[config.mk]
export PLATFORM = sky130hd
export DESIGN_NAME = spi_cmd_engine
export DESIGN_NICKNAME = d
export VERILOG_FILES = /design/src/rtl/spi_eng_pkg.sv /design/src/rtl/spi_eng_clkdiv.sv /design/src/rtl/spi_eng_regs.sv /design/src/rtl/spi_eng_seq.sv /design/src/rtl/spi_cmd_engine.sv
export SDC_FILE = /design/constraint.sdc
export NUM_CORES = 1
export LEC_CHECK = 0
export BUFFER_PORTS_ARGS = -buffer_cell sky130_fd_sc_hd__buf_2
export CORE_MARGIN = 2
export CORE_UTILIZATION = 55
export DETAILED_ROUTE_END_ITERATION = 8
export HOLD_SLACK_MARGIN = 0.1
export PLACE_DENSITY = 0.75
export SETUP_SLACK_MARGIN = 0.05
export SYNTH_ARGS = -nofsm -noshare
export SYNTH_HDL_FRONTEND = slang
export SYNTH_HIERARCHICAL = 1
export SYNTH_SLANG_ARGS = --single-unit
export TNS_END_PERCENT = 10
[constraint.sdc]
create_clock -name clk -period 4.85 [get_ports clk]
set_clock_uncertainty 0.2 [all_clocks]
set_input_delay 0.7275 -clock clk [delete_from_list [all_inputs] [get_ports clk]]
set_output_delay 0.7275 -clock clk [all_outputs]
set_load 0.05 [all_outputs]
[src/rtl/spi_eng_pkg.sv]
package spi_eng_pkg;

    localparam logic [3:0] ADR_OPCODE = 4'h0;
    localparam logic [3:0] ADR_COUNTS = 4'h1;
    localparam logic [3:0] ADR_CTRL   = 4'h2;
    localparam logic [3:0] ADR_PORT   = 4'hC;
    localparam logic [3:0] ADR_PTR    = 4'hD;

    localparam int CTRL_GO_BIT   = 0;
    localparam int CTRL_PRST_BIT = 4;

    typedef enum logic [2:0] {
        S_IDLE,
        S_SETUP,
        S_OPCODE,
        S_WRITE,
        S_READ,
        S_HOLD
    } seq_state_t;

endpackage

[src/rtl/spi_eng_clkdiv.sv]
module spi_eng_clkdiv #(
    parameter int DIV = 4
) (
    input  logic clk,
    input  logic rst_n,
    input  logic run,
    output logic tick
);
    localparam int HALF = DIV / 2;
    localparam int CW   = (HALF > 1) ? $clog2(HALF) : 1;
    localparam logic [CW-1:0] LAST = CW'(HALF - 1);

    logic [CW-1:0] cnt;

    always_ff @(posedge clk or negedge rst_n) begin
        if (!rst_n) begin
            cnt <= '0;
        end else if (!run || cnt == LAST) begin
            cnt <= '0;
        end else begin
            cnt <= cnt + 1'b1;
        end
    end

    assign tick = run && (cnt == LAST);

endmodule

[src/rtl/spi_eng_regs.sv]
module spi_eng_regs
    import spi_eng_pkg::*;
#(
    parameter int DEPTH = 8
) (
    input  logic       clk,
    input  logic       rst_n,
    input  logic [3:0] bus_addr,
    input  logic [7:0] bus_wdata,
    input  logic       bus_wr,
    input  logic       bus_rd,
    output logic [7:0] bus_rdata,
    input  logic       busy,
    input  logic       eng_store,
    input  logic [7:0] eng_byte,
    input  logic       eng_adv,
    output logic [7:0] op_byte,
    output logic [3:0] tx_len,
    output logic [3:0] rx_len,
    output logic       go,
    output logic [7:0] head_byte
);
    localparam int PW = $clog2(DEPTH);

    logic [7:0]    mem [DEPTH];
    logic [PW-1:0] ptr;
    logic [7:0]    cnt_q;

    logic wr_ok, wr_op, wr_cnt, wr_ctrl, wr_port, rd_port, ptr_clr;

    assign wr_ok   = bus_wr && !busy;
    assign wr_op   = wr_ok && (bus_addr == ADR_OPCODE);
    assign wr_cnt  = wr_ok && (bus_addr == ADR_COUNTS);
    assign wr_ctrl = wr_ok && (bus_addr == ADR_CTRL);
    assign wr_port = wr_ok && (bus_addr == ADR_PORT);
    assign rd_port = bus_rd && !busy && (bus_addr == ADR_PORT);
    assign ptr_clr = wr_ctrl && bus_wdata[CTRL_PRST_BIT];
    assign go      = wr_ctrl && bus_wdata[CTRL_GO_BIT];

    function automatic logic [3:0] clamp_len(input logic [3:0] f);
        return (int'(f) > DEPTH) ? 4'(DEPTH) : f;
    endfunction

    always_ff @(posedge clk or negedge rst_n) begin
        if (!rst_n) begin
            op_byte <= '0;
            cnt_q   <= '0;
        end else begin
            if (wr_op)  op_byte <= bus_wdata;
            if (wr_cnt) cnt_q   <= bus_wdata;
        end
    end

    always_ff @(posedge clk or negedge rst_n) begin
        if (!rst_n) begin
            for (int i = 0; i < DEPTH; i++) mem[i] <= '0;
        end else if (eng_store) begin
            mem[ptr] <= eng_byte;
        end else if (wr_port) begin
            mem[ptr] <= bus_wdata;
        end
    end

    always_ff @(posedge clk or negedge rst_n) begin
        if (!rst_n) begin
            ptr <= '0;
        end else if (busy) begin
            if (eng_adv) ptr <= ptr + 1'b1;
        end else if (ptr_clr) begin
            ptr <= '0;
        end else if (wr_port || rd_port) begin
            ptr <= ptr + 1'b1;
        end
    end

    assign tx_len    = clamp_len(cnt_q[3:0]);
    assign rx_len    = clamp_len(cnt_q[7:4]);
    assign head_byte = mem[ptr];

    always_comb begin
        bus_rdata = '0;
        case (bus_addr)
            ADR_OPCODE: bus_rdata = op_byte;
            ADR_COUNTS: bus_rdata = cnt_q;
            ADR_CTRL:   bus_rdata = {7'b0, busy};
            ADR_PORT:   bus_rdata = mem[ptr];
            ADR_PTR:    bus_rdata = 8'(ptr);
            default:    bus_rdata = '0;
        endcase
    end

    // a pointer reset from an idle host lands as zero
    p_ptr_clear_r4: assert property (@(posedge clk) disable iff (!rst_n)
        (bus_wr && !busy && bus_addr == ADR_CTRL && bus_wdata[CTRL_PRST_BIT]) |=> (ptr == '0));

    // an idle data-port write moves the pointer by one
    p_port_advance_r3: assert property (@(posedge clk) disable iff (!rst_n)
        (bus_wr && !busy && bus_addr == ADR_PORT) |=> (ptr == PW'($past(ptr) + 1'b1)));

    // the command code holds while a transaction runs
    p_busy_locks_opcode_r10: assert property (@(posedge clk) disable iff (!rst_n)
        (busy && bus_wr) |=> $stable(op_byte));

endmodule

[src/rtl/spi_eng_seq.sv]
module spi_eng_seq
    import spi_eng_pkg::*;
(
    input  logic       clk,
    input  logic       rst_n,
    input  logic       go,
    input  logic [7:0] op_byte,
    input  logic [3:0] tx_len,
    input  logic [3:0] rx_len,
    input  logic [7:0] head_byte,
    input  logic       tick,
    output logic       busy,
    output logic       eng_store,
    output logic [7:0] eng_byte,
    output logic       eng_adv,
    output logic       cs_n,
    output logic       sck,
    output logic       mosi,
    input  logic       miso
);
    seq_state_t state, nxt;

    logic       cs_q, sck_q, half, miso_bit;
    logic [7:0] shreg;
    logic [2:0] bit_cnt;
    logic [3:0] tx_left, rx_left;
    logic       shifting, byte_end, load_tx;

    assign shifting = (state == S_OPCODE) || (state == S_WRITE) || (state == S_READ);
    assign byte_end = shifting && tick && sck_q && (bit_cnt == 3'd7);
    assign load_tx  = ((state == S_OPCODE) || (state == S_WRITE)) && (tx_left != 4'd0);

    always_comb begin
        nxt = state;
        unique case (state)
            S_IDLE:   if (go) nxt = S_SETUP;
            S_SETUP:  if (tick && half) nxt = S_OPCODE;
            S_OPCODE,
            S_WRITE:  if (byte_end) begin
                          if (tx_left != 4'd0)      nxt = S_WRITE;
                          else if (rx_left != 4'd0) nxt = S_READ;
                          else                      nxt = S_HOLD;
                      end
            S_READ:   if (byte_end) nxt = (rx_left > 4'd1) ? S_READ : S_HOLD;
            S_HOLD:   if (tick && half) nxt = S_IDLE;
            default:  nxt = S_IDLE;
        endcase
    end

    always_ff @(posedge clk or negedge rst_n) begin
        if (!rst_n) state <= S_IDLE;
        else        state <= nxt;
    end

    always_ff @(posedge clk or negedge rst_n) begin
        if (!rst_n) begin
            cs_q     <= 1'b1;
            sck_q    <= 1'b0;
            half     <= 1'b0;
            miso_bit <= 1'b0;
            shreg    <= '0;
            bit_cnt  <= '0;
            tx_left  <= '0;
            rx_left  <= '0;
        end else begin
            unique case (state)
                S_IDLE: if (go) begin
                    cs_q    <= 1'b0;
                    sck_q   <= 1'b0;
                    half    <= 1'b0;
                    bit_cnt <= '0;
                    shreg   <= op_byte;
                    tx_left <= tx_len;
                    rx_left <= rx_len;
                end
                S_SETUP: if (tick) half <= ~half;
                S_HOLD: if (tick) begin
                    half <= ~half;
                    if (half) cs_q <= 1'b1;
                end
                S_OPCODE, S_WRITE, S_READ: if (tick) begin
                    if (!sck_q) begin
                        sck_q    <= 1'b1;
                        miso_bit <= miso;
                    end else begin
                        sck_q   <= 1'b0;
                        bit_cnt <= bit_cnt + 1'b1;
                        if (bit_cnt != 3'd7) begin
                            shreg <= {shreg[6:0], miso_bit};
                        end else if (load_tx) begin
                            shreg   <= head_byte;
                            tx_left <= tx_left - 1'b1;
                        end else begin
                            shreg <= '0;
                        end
                        if (state == S_READ && bit_cnt == 3'd7) rx_left <= rx_left - 1'b1;
                    end
                end
                default: ;
            endcase
        end
    end

    assign busy      = (state != S_IDLE);
    assign eng_store = byte_end && (state == S_READ);
    assign eng_adv   = byte_end && (load_tx || state == S_READ);
    assign eng_byte  = {shreg[6:0], miso_bit};
    assign cs_n      = cs_q;
    assign sck       = sck_q;
    assign mosi      = ((state == S_OPCODE) || (state == S_WRITE)) ? shreg[7] : 1'b0;

    // the serial clock only pulses inside chip select
    p_sck_inside_cs_r6: assert property (@(posedge clk) disable iff (!rst_n)
        sck_q |-> !cs_q);

    // every frame opens at bit zero with the clock low
    p_frame_open_r6: assert property (@(posedge clk) disable iff (!rst_n)
        $fell(cs_q) |-> (bit_cnt == 3'd0 && !sck_q));

    // a start from the register file only arrives when idle
    p_start_when_idle_r5: assert property (@(posedge clk) disable iff (!rst_n)
        go |-> (state == S_IDLE));

endmodule

[src/rtl/spi_cmd_engine.sv]
module spi_cmd_engine #(
    parameter int DIV   = 4,
    parameter int DEPTH = 8
) (
    input  logic       clk,
    input  logic       rst_n,
    input  logic [3:0] bus_addr,
    input  logic [7:0] bus_wdata,
    input  logic       bus_wr,
    input  logic       bus_rd,
    output logic [7:0] bus_rdata,
    output logic       spi_cs_n,
    output logic       spi_sck,
    output logic       spi_mosi,
    input  logic       spi_miso
);
    logic       busy, tick, go;
    logic       eng_store, eng_adv;
    logic [7:0] eng_byte, op_byte, head_byte;
    logic [3:0] tx_len, rx_len;

    spi_eng_regs #(.DEPTH(DEPTH)) u_regs (
        .clk(clk), .rst_n(rst_n),
        .bus_addr(bus_addr), .bus_wdata(bus_wdata),
        .bus_wr(bus_wr), .bus_rd(bus_rd), .bus_rdata(bus_rdata),
        .busy(busy), .eng_store(eng_store), .eng_byte(eng_byte), .eng_adv(eng_adv),
        .op_byte(op_byte), .tx_len(tx_len), .rx_len(rx_len),
        .go(go), .head_byte(head_byte)
    );

    spi_eng_clkdiv #(.DIV(DIV)) u_div (
        .clk(clk), .rst_n(rst_n), .run(busy), .tick(tick)
    );

    spi_eng_seq u_seq (
        .clk(clk), .rst_n(rst_n),
        .go(go), .op_byte(op_byte), .tx_len(tx_len), .rx_len(rx_len),
        .head_byte(head_byte), .tick(tick), .busy(busy),
        .eng_store(eng_store), .eng_byte(eng_byte), .eng_adv(eng_adv),
        .cs_n(spi_cs_n), .sck(spi_sck), .mosi(spi_mosi), .miso(spi_miso)
    );

endmodule

==> summary.txt, run 1 <==
max-slew violation count -> 0
Post-route DRC -> 0
Worst path slowest cell -> dfrtp_1
CTS Hold Buffers Added -> 0
Critical Path RT -> 3.92 ns
syn avg cell area -> 11.8 um^2
die area -> 12,100 um^2
largest net degree at the start of global routing -> 79
slew at the pin closest to its max-slew limit -> 1.02 ns
sequential fraction of the synthesis area -> 44.6%
Tcrit/Tclk final -> 77.3%
WL/cell -> 21.4 um
CORE AREA -> 10,900 um^2
leak pwr -> 2.97 nW
layout cell share with drive strength beyond 1 -> 32.2%
Distinct cells, synth -> 74
postcts setup bufs -> 0
n_diodes -> 0
I/O Pins -> 28
asr flop ratio synth -> 100%
Yosys warnings -> 6
routed vias -> 4,308
Buf+Inv Stages, Crit Path -> 1
Mapped Cells -> 523
Via-to-Cell Ratio -> 6.45
final setup fails -> 0
post-synthesis register bit count -> 110
unrepaired setup endpoints after global routing -> no
CTS tree -> built
Initial Utilization -> 56.7%
clk sinks -> 110
fmax -> 0.267 GHz
die height -> 110 um
Post-Syn Area -> 6180 um^2
gr ovfl total -> 0
pwr/cell area -> 458 nW/um^2
Bufs on Longest Clock Path -> 2
top_reg_cell synth -> dfrtp_1
clk slew on worst S/H paths -> 0.11 ns
Fin. Hold Viols -> 0
fin nets -> 547
Post-synth EDFFs -> 0
Synthesized Nets -> 547
number of H-tree levels -> 3
Max Cap Viol -> 0
drt first pass iters -> 4
worst min path class -> in -> async
root buffer cell -> clkbuf_8
Worst Path Class, Setup -> reg -> out
row cnt -> 38
I/O Buffers -> 27
max incr delay on CP -> 0.93 ns
total track usage -> 25.3%
first-pass GRT wire length -> 22,800 um
Detail Placement HPWL -> 9620 um
CTS buffer count -> 9
Resize count post-CTS -> 0
gpl congestion -> 0.858
slew margin rel. -> 31.7%
area grow syn2layout -> 3.83%
Crit path max-delay family -> flip-flops
worst path arrival time -> 2.82 ns
number of global-route vias before repair -> 4,225
Max Fanout on Critical Path -> 27
initial antenna violation count -> 0
Layout fillers -> 876
peak supply drop -> 0.269 mV
Startpoint Class -> register
CP cell instances -> nand2b_1 > o22a_1 > o21ai_0 > a21o_1 > buf_2
Post-Route Setup TNS -> 0 ns
clock latency on the worst-skew pair -> 0.38 ns
antenna-violating nets left -> 0
CP endpoint kind -> primary output
Design Power -> 2.94 mW
Chip Width -> 110 um
Routed WL -> 14,300 um
status -> finished, final reports clean
min Tclk post-route -> 3.75 ns
Iteration-0 DRC Markers -> 275
## worst paths after layout
| path | startpoint | end | slack [ns] | depth (start not counted) |
|---|---|---|---|---|
| setup / recovery | u_regs/ptr[2]$_DFFE_PN0P_ | bus_rdata[7] | 1.10 | 5 |
| hold / removal | rst_n | u_regs/mem[47]$_DFFE_PN0P_ | 0.31 | 1 |
| setup reg to reg | u_seq/state[1]$_DFFE_PN0P_ | u_seq/shreg[2]$_DFFE_PN0P_ | 1.33 | 7 |
| hold reg to reg | u_regs/mem[10]$_DFFE_PN0P_ | u_regs/mem[10]$_DFFE_PN0P_ | 0.32 | 1 |
| max in group asynchronous | rst_n | u_regs/mem[38]$_DFFE_PN0P_ | 3.12 | 2 |
| min in group clk | u_regs/mem[10]$_DFFE_PN0P_ | u_regs/mem[10]$_DFFE_PN0P_ | 0.32 | 1 |
## worst register-to-register path: cells and delay by family (launching register included)
kind               cells  cell delay [ns]
AOI/OAI and AO/OA      2             0.49
DFF                    1             0.59
and+or+nand+nor        5             2.16
## cells in the mapped netlist, types with 2 or more instances
cell type	n	area (um^2)
a22oi_1	5	37.5
buf_4	12	90.1
buf_6	9	101
nand2_2	2	12.5
nand3b_1	6	45.0
a211oi_1	5	37.5
o22a_1	2	17.5
nor3_2	7	70.1
nor2_1	22	82.6
and3_1	9	56.3
dfrtp_1	109	2730
buf_2	11	55.1
a21o_1	4	30.0
nor2b_1	10	62.6
o32a_1	2	20.0
and4_1	2	17.5
a32o_1	2	20.0
mux2i_1	19	190
ha_1	7	87.6
a31oi_1	13	81.3
nand2b_1	4	25.0
nand4bb_1	2	22.5
mux4_2	6	135
a22o_1	4	35.0
o211ai_1	5	37.5
o22ai_1	4	25.0
o2bb2ai_1	3	26.3
nor3_1	5	25.0
nand3_2	2	20.0
a21oi_1	19	95.1
mux2_4	24	360
a2bb2oi_1	9	78.8
nand4b_1	2	17.5
mux2_2	71	800
nor4_1	2	12.5
clkbuf_1	9	33.8
o211a_1	2	20.0
o21ai_1	4	20.0
and2_1	5	31.3
o21ai_0	12	60.1
inv_1	13	48.8
nand2_1	21	78.8
or3_1	6	37.5
## per-stage QoR
step	std cells	area (um^2)	hold WS [ns]	util, %	setup WS (ns)
finish	668	6410	0.311	58.9	1.10
global route	668	6410	0.329	58.9	1.00
CTS	668	6410	0.316	58.9	1.13
detailed placement	652	6240	0.293	57.3	1.47
global placement	652	6240	0.286	57.3	1.48
floorplan	523	6180	0.232	-	0.818
## power by group
group / internal, mW / switching [mW] / leakage [nW]
sequential: 1.15 / 0.256 / 1.45
combinational: 0.504 / 0.517 / 1.43
clock: 0.191 / 0.325 / 0.0868
## flip-flops by register name, indices dropped and copies added (netlist names)
signal	cells
u_seq/miso_bit	1
u_seq/rx_left	4
u_seq/cs_n	1
u_div/cnt	1
u_regs/mem	64
u_seq/half	1
u_regs/ptr	3
u_regs/cnt_q	8
u_seq/state	3
u_seq/shreg	8
u_seq/bit_cnt	3
u_regs/op_byte	8
u_seq/tx_left	4
u_seq/sck	1
## cell type report
class | instances | area (um^2) | share of cell area, %
multi-input combinational | 357 | 3090 | 48.1
sequential | 110 | 2750 | 42.9
timing repair buffer | 32 | 175 | 2.73
tap | 140 | 175 | 2.73
clock buffer | 10 | 128 | 1.99
inverter | 13 | 48.8 | 0.761
clock inverter | 6 | 47.5 | 0.741
## placed cells by master, fill, tap and decap left out, types with 3 or more instances in the layout
cell / Yosys / layout
a22o_1: 4 / 4
nor3_1: 5 / 5
clkbuf_8: 0 / 9
buf_2: 11 / 26
ha_1: 7 / 7
mux2i_1: 19 / 19
inv_1: 13 / 13
a22oi_1: 5 / 5
a21oi_1: 19 / 19
o211ai_1: 5 / 5
a2bb2oi_1: 9 / 9
mux4_2: 6 / 6
o22ai_1: 4 / 4
nand2b_1: 4 / 4
nor2_1: 22 / 22
and2_1: 5 / 5
a211oi_1: 5 / 5
and3_1: 9 / 9
o21ai_1: 4 / 4
nand3b_1: 6 / 6
o21ai_0: 12 / 12
nor2b_1: 10 / 10
clkinv_4: 0 / 3
or3_1: 6 / 6
dfrtp_1: 109 / 109
nand2_1: 21 / 21
a21o_1: 4 / 4
nor3_2: 7 / 7
a31oi_1: 13 / 13
buf_4: 12 / 6
mux2_4: 24 / 24
o2bb2ai_1: 3 / 3
mux2_2: 71 / 71
## routing by layer
layer | vias up | global-route usage [%] | wire length (um)
li1 | 1934 | - | -
met1 | 2174 | 38.4 | 6710
met2 | 178 | 36.5 | 6340
met3 | 22 | 3.35 | 908
met4 | 0 | 10.5 | 305
met5 | - | 0 | 0
## kinds of logic after synthesis
| logic type | count (synthesis) | share of synthesized area [%] |
|---|---|---|
| fa+ha+maj | 7 | 1.42 |
| compound gates | 107 | 12.2 |
| mux | 120 | 24.0 |
| xor+xnor | 1 | 0.142 |
| simple gates | 122 | 12.1 |
| buf+inv | 56 | 5.47 |
| flops | 110 | 44.6 |
(Power assumes the default switching activity.)
==> run 2: changes to the inputs <==
==> constraint.sdc (replaced) <==
create_clock -name clk -period 3.6 [get_ports clk]
set_clock_uncertainty 0.2 [all_clocks]
set_input_delay 0.54 -clock clk [delete_from_list [all_inputs] [get_ports clk]]
set_output_delay 0.54 -clock clk [all_outputs]
set_load 0.05 [all_outputs]
==> run 2 against run 1 <==
  * Utilization increased by 1.4 points
  * Via count about the same
  * Sequential power is 36% higher
  * Worst setup slack got worse by 0.85 ns
  * Worst hold slack worse by 0.12 ns
  * Total power rose by 39%
==> summary.txt, run 2 (synthesized netlist as in run 1, its figures left out) <==
Layout fillers -> 843
leak pwr -> 3.07 nW
PnR worst setup slack -> 0.251 ns
Startpoint Class -> register
routed vias -> 4,305
CTS tree -> built
peak supply drop -> 0.374 mV
slew margin rel. -> 47.4%
Buf+Inv Stages, Crit Path -> 1
Chip Width -> 110 um
antenna-violating nets left -> 0
CTS buffer count -> 9
number of H-tree levels -> 3
min Tclk post-route -> 3.35 ns
number of global-route vias before repair -> 4,284
area grow syn2layout -> 6.34%
Bufs on Longest Clock Path -> 2
die height -> 110 um
Max Cap Viol -> 0
WL/cell -> 21.2 um
Tcrit/Tclk final -> 93.0%
clk sinks -> 110
Critical Path RT -> 2.86 ns
CORE AREA -> 10,900 um^2
I/O Buffers -> 27
n_diodes -> 0
Crit path depth -> 5
CP cell instances -> mux4_2 > nand2_1 > nand2_1 > a221o_1 > buf_2
status -> finished, final reports clean
Detail Placement HPWL -> 10,000 um
max incr delay on CP -> 0.86 ns
I/O Pins -> 28
final core occ -> 60.3%
initial antenna violation count -> 0
Max Fanout on Critical Path -> 15
fin nets -> 563
root buffer cell -> clkbuf_8
unrepaired setup endpoints after global routing -> no
drt first pass iters -> 5
worst min path class -> in -> reg
final cell count without fillers -> 682
Worst R2R Path Depth -> 7
Worst Path Class, Setup -> reg -> out
fmax -> 0.299 GHz
reg-to-reg slack, setup -> 0.50 ns
total track usage -> 25.7%
Routed WL -> 14,400 um
Post-Layout Inst Area -> 6570 um^2
slew at the pin closest to its max-slew limit -> 0.790 ns
gpl congestion -> 0.840
Crit path max-delay family -> flip-flops
gr ovfl total -> 0
clock latency on the worst-skew pair -> 0.39 ns
pwr/cell area -> 622 nW/um^2
Via-to-Cell Ratio -> 6.31
Fin. Hold Viols -> 0
layout cell share with drive strength beyond 1 -> 34.1%
CP endpoint kind -> primary output
max-slew violation count -> 0
Post-Route Setup TNS -> 0 ns
number of flip-flops in the largest register -> 64
row cnt -> 38
final setup fails -> 0
worst setup path startpoint -> u_regs/ptr[0]$_DFFE_PN0P_
largest register by flop count -> u_regs/mem
Post-route DRC -> 0
reg2reg start -> u_seq/state[0]$_DFFE_PN0P_
Worst path slowest cell -> dfrtp_1
post-placement cell count -> 667
clk slew on worst S/H paths -> 0.09 ns
r2r endpoint -> u_regs/mem[45]$_DFFE_PN0P_
Iteration-0 DRC Markers -> 341
Design Power -> 4.09 mW
first-pass GRT wire length -> 23,100 um
most common cell after layout, fill and taps aside -> dfrtp_1
die area -> 12,100 um^2
Initial Utilization -> 56.7%
placed inst area -> 6360 um^2
largest net degree at the start of global routing -> 64
worst path arrival time -> 2.61 ns
Placement Setup Slack -> 0.531 ns
CP most frequent cell -> nand2_1
hold_ws -> 0.191 ns
Critical Path End -> bus_rdata[2]
commonest cells after routing, fill and taps aside -> dfrtp_1 (108), mux2_2 (71), buf_2 (26)
## run 2: where the power goes
group          switching, mW  internal, mW  total (mW)  leakage (nW)
logic                  0.701         0.723        1.42          1.52
clock network          0.422         0.340       0.761        0.0992
registers              0.353          1.55        1.90          1.45
## run 2: cell type report
cell class | instances | area [um^2] | area share (%)
clock buffers | 10 | 138 | 2.09
repair buffers | 48 | 310 | 4.72
clock inverters | 4 | 56.3 | 0.857
flip-flops and latches | 110 | 2760 | 41.9
well taps | 140 | 175 | 2.67
multi-input cells | 357 | 3090 | 47.0
inverters | 13 | 48.8 | 0.743
## run 2: worst min path at each step
| stage | startpoint | to | slack [ns] | depth (start not counted) |
|---|---|---|---|---|
| 5_1_grt | spi_miso | u_seq/miso_bit$_DFFE_PN0P_ | 0.17 | 2 |
| 3_3_place_gp | u_regs/mem[29]$_DFFE_PN0P_ | u_regs/mem[29]$_DFFE_PN0P_ | 0.29 | 1 |
| 3_5_place_dp | u_regs/mem[61]$_DFFE_PN0P_ | u_regs/mem[61]$_DFFE_PN0P_ | 0.29 | 1 |
| 6_report | spi_miso | u_seq/miso_bit$_DFFE_PN0P_ | 0.19 | 2 |
| 4_1_cts | spi_miso | u_seq/miso_bit$_DFFE_PN0P_ | 0.17 | 2 |
| 2_1_floorplan | rst_n | u_div/cnt$_DFF_PN0_ | 0.04 | 0 |
## run 2: timing repair
action,4_1_cts,5_1_grt
hold endpoints to repair,46,0
setup endpoints to repair,0,3
setup buffers,0,0
gates resized for setup,0,1
hold buffers,1,0
## run 2: per-layer routing
metal	up-vias	GRT usage (%)	part of all wire [%]
met5	-	0	0
met4	0	6.87	1.7
met1	2190	37.0	46
met3	21	5.35	5.8
met2	143	39.7	46
li1	1951	-	-
==> run 3: changes to the inputs <==
--- a/config.mk
+++ b/config.mk
@@ -10,7 +10,7 @@
 export CORE_UTILIZATION = 55
 export DETAILED_ROUTE_END_ITERATION = 8
 export HOLD_SLACK_MARGIN = 0.1
-export PLACE_DENSITY = 0.75
+export PLACE_DENSITY = 0.72
 export SETUP_SLACK_MARGIN = 0.05
 export SYNTH_ARGS = -nofsm -noshare
 export SYNTH_HDL_FRONTEND = slang
==> run 3 against run 2 <==
  * Total power down 0.85%
  * Non-clock buffer count down 1
  * Global-route usage down 0.085 points
  * Largest cell class unchanged
  * Largest power group unchanged
==> summary.txt, run 3 (synthesized netlist as in run 1, its figures left out) <==
Clk network pwr share -> 17.8%
CP endpoint kind -> primary output
final setup fails -> 0
Sw Ratio -> 36.7%
register share of total power -> 46.8%
worst path arrival time -> 2.62 ns
Layout fillers -> 878
I/O Buffers -> 27
gpl congestion -> 0.851
Design Power -> 4.05 mW
root buffer cell -> clkbuf_8
hold path startpoint -> spi_miso
die area -> 12,100 um^2
clock latency on the worst-skew pair -> 0.38 ns
Critical Path RT -> 2.86 ns
logic gate share of total power -> 35.4%
Initial Utilization -> 56.7%
clk slew on worst S/H paths -> 0.10 ns
min Tclk post-route -> 3.36 ns
Worst Path Class, Setup -> reg -> out
CTS buffer count -> 9
leak pwr -> 3.06 nW
number of flip-flops in the largest register -> 64
drt first pass iters -> 7
post-placement cell count -> 666
Detail Placement HPWL -> 10,100 um
reg2reg start -> u_seq/state[2]$_DFFE_PN0P_
fin nets -> 562
Bufs on Longest Clock Path -> 2
peak supply drop -> 0.302 mV
final cell count without fillers -> 682
fmax -> 0.297 GHz
routed vias -> 4,353
clk sinks -> 110
slew at the pin closest to its max-slew limit -> 0.963 ns
pwr/cell area -> 618 nW/um^2
Post-Route Setup TNS -> 0 ns
slew margin rel. -> 35.7%
first-pass GRT wire length -> 23,100 um
most common cell after layout, fill and taps aside -> dfrtp_1
Iteration-0 DRC Markers -> 382
Resize count post-CTS -> 0
area grow syn2layout -> 6.06%
max-slew violation count -> 0
internal power -> 2.56 mW
commonest cells after routing, fill and taps aside -> dfrtp_1 (109), mux2_2 (71), buf_2 (26)
largest register by flop count -> u_regs/mem
largest net degree at the start of global routing -> 111
CORE AREA -> 10,900 um^2
Max Fanout on Critical Path -> 21
unrepaired setup endpoints after global routing -> no
status -> finished, final reports clean
PnR worst setup slack -> 0.237 ns
Tcrit/Tclk final -> 93.4%
Fin. Hold Viols -> 0
CTS tree -> built
P_sw -> 1.49 mW
Chip Width -> 110 um
number of H-tree levels -> 3
n_diodes -> 0
Post-route DRC -> 0
layout cell share with drive strength beyond 1 -> 33.8%
die height -> 110 um
total track usage -> 25.6%
row cnt -> 38
worst min path class -> in -> reg
WL/cell -> 21.5 um
Routed WL -> 14,700 um
Startpoint Class -> register
Max Cap Viol -> 0
number of global-route vias before repair -> 4,190
gr ovfl total -> 0
hold_ws -> 0.194 ns
initial antenna violation count -> 0
Via-to-Cell Ratio -> 6.38
I/O Pins -> 28
Placement Setup Slack -> 0.452 ns
worst setup path startpoint -> u_regs/ptr[1]$_DFFE_PN0P_
antenna-violating nets left -> 0
==> run 3: routing by layer <==
layer	track usage, %	share of wire (%)	vias to the layer above
met5	0	0	-
met4	9.22	1.5	0
met3	3.82	5.7	19
met2	38.9	46	156
met1	37.5	47	2217
li1	-	-	1961
==> run 3: through the flow <==
step	cell area (um^2)	utilization, %
global placement	6360	58.4
finish	6550	60.2
global route	6550	60.2
detailed placement	6360	58.4
floorplan	6180	-
CTS	6550	60.2
==> run 3: path summary, 6_finish.rpt <==
kind                                         endpoint  slack (ns)  depth (start not counted)
max                                      bus_rdata[5]        0.24                          6
min                        u_seq/miso_bit$_DFFE_PN0P_        0.19                          2
max reg2reg                u_regs/mem[43]$_DFFE_PN0P_        0.42                          7
min reg2reg                u_regs/mem[34]$_DFFE_PN0P_        0.31                          1
max in group asynchronous  u_seq/state[1]$_DFFE_PN0P_        2.20                          3
min in group asynchronous   u_regs/mem[0]$_DFFE_PN0P_        0.55                          3
==> run 3: timing repair <==
action | in CTS | in global routing
setup endpoints to repair | 0 | 0
hold endpoints to repair | 109 | 0
buffers inserted | 0 | 0
hold buffers | 1 | 0
==> run 3: critical path, stage by stage (launching register included) <==
cell and delay, ns:
dfrtp_1 0.93, buf_4 0.31, mux4_2 0.33, mux2_2 0.31, nand2_1 0.07, nand2_1 0.06
buf_2 0.21
==> run 3: layout make-up <==
cell class / instances / area (um^2) / area share [%]
multi-input combinational: 357 / 3090 / 47.1
sequential: 110 / 2750 / 42.0
clock buffer: 13 / 169 / 2.58
tap: 140 / 175 / 2.67
timing repair buffer: 47 / 303 / 4.62
inverter: 13 / 48.8 / 0.745
clock inverter: 2 / 16.3 / 0.248
==> run 3: power by group through the flow <==
stage	clock, mW	sequential (mW)	combinational [mW]
finish	0.720	1.90	1.43
global route	0.778	1.94	1.56
CTS	0.737	1.88	1.43
detailed placement	0	1.90	1.42
global placement	0	1.89	1.37
floorplan	0	1.72	1.27
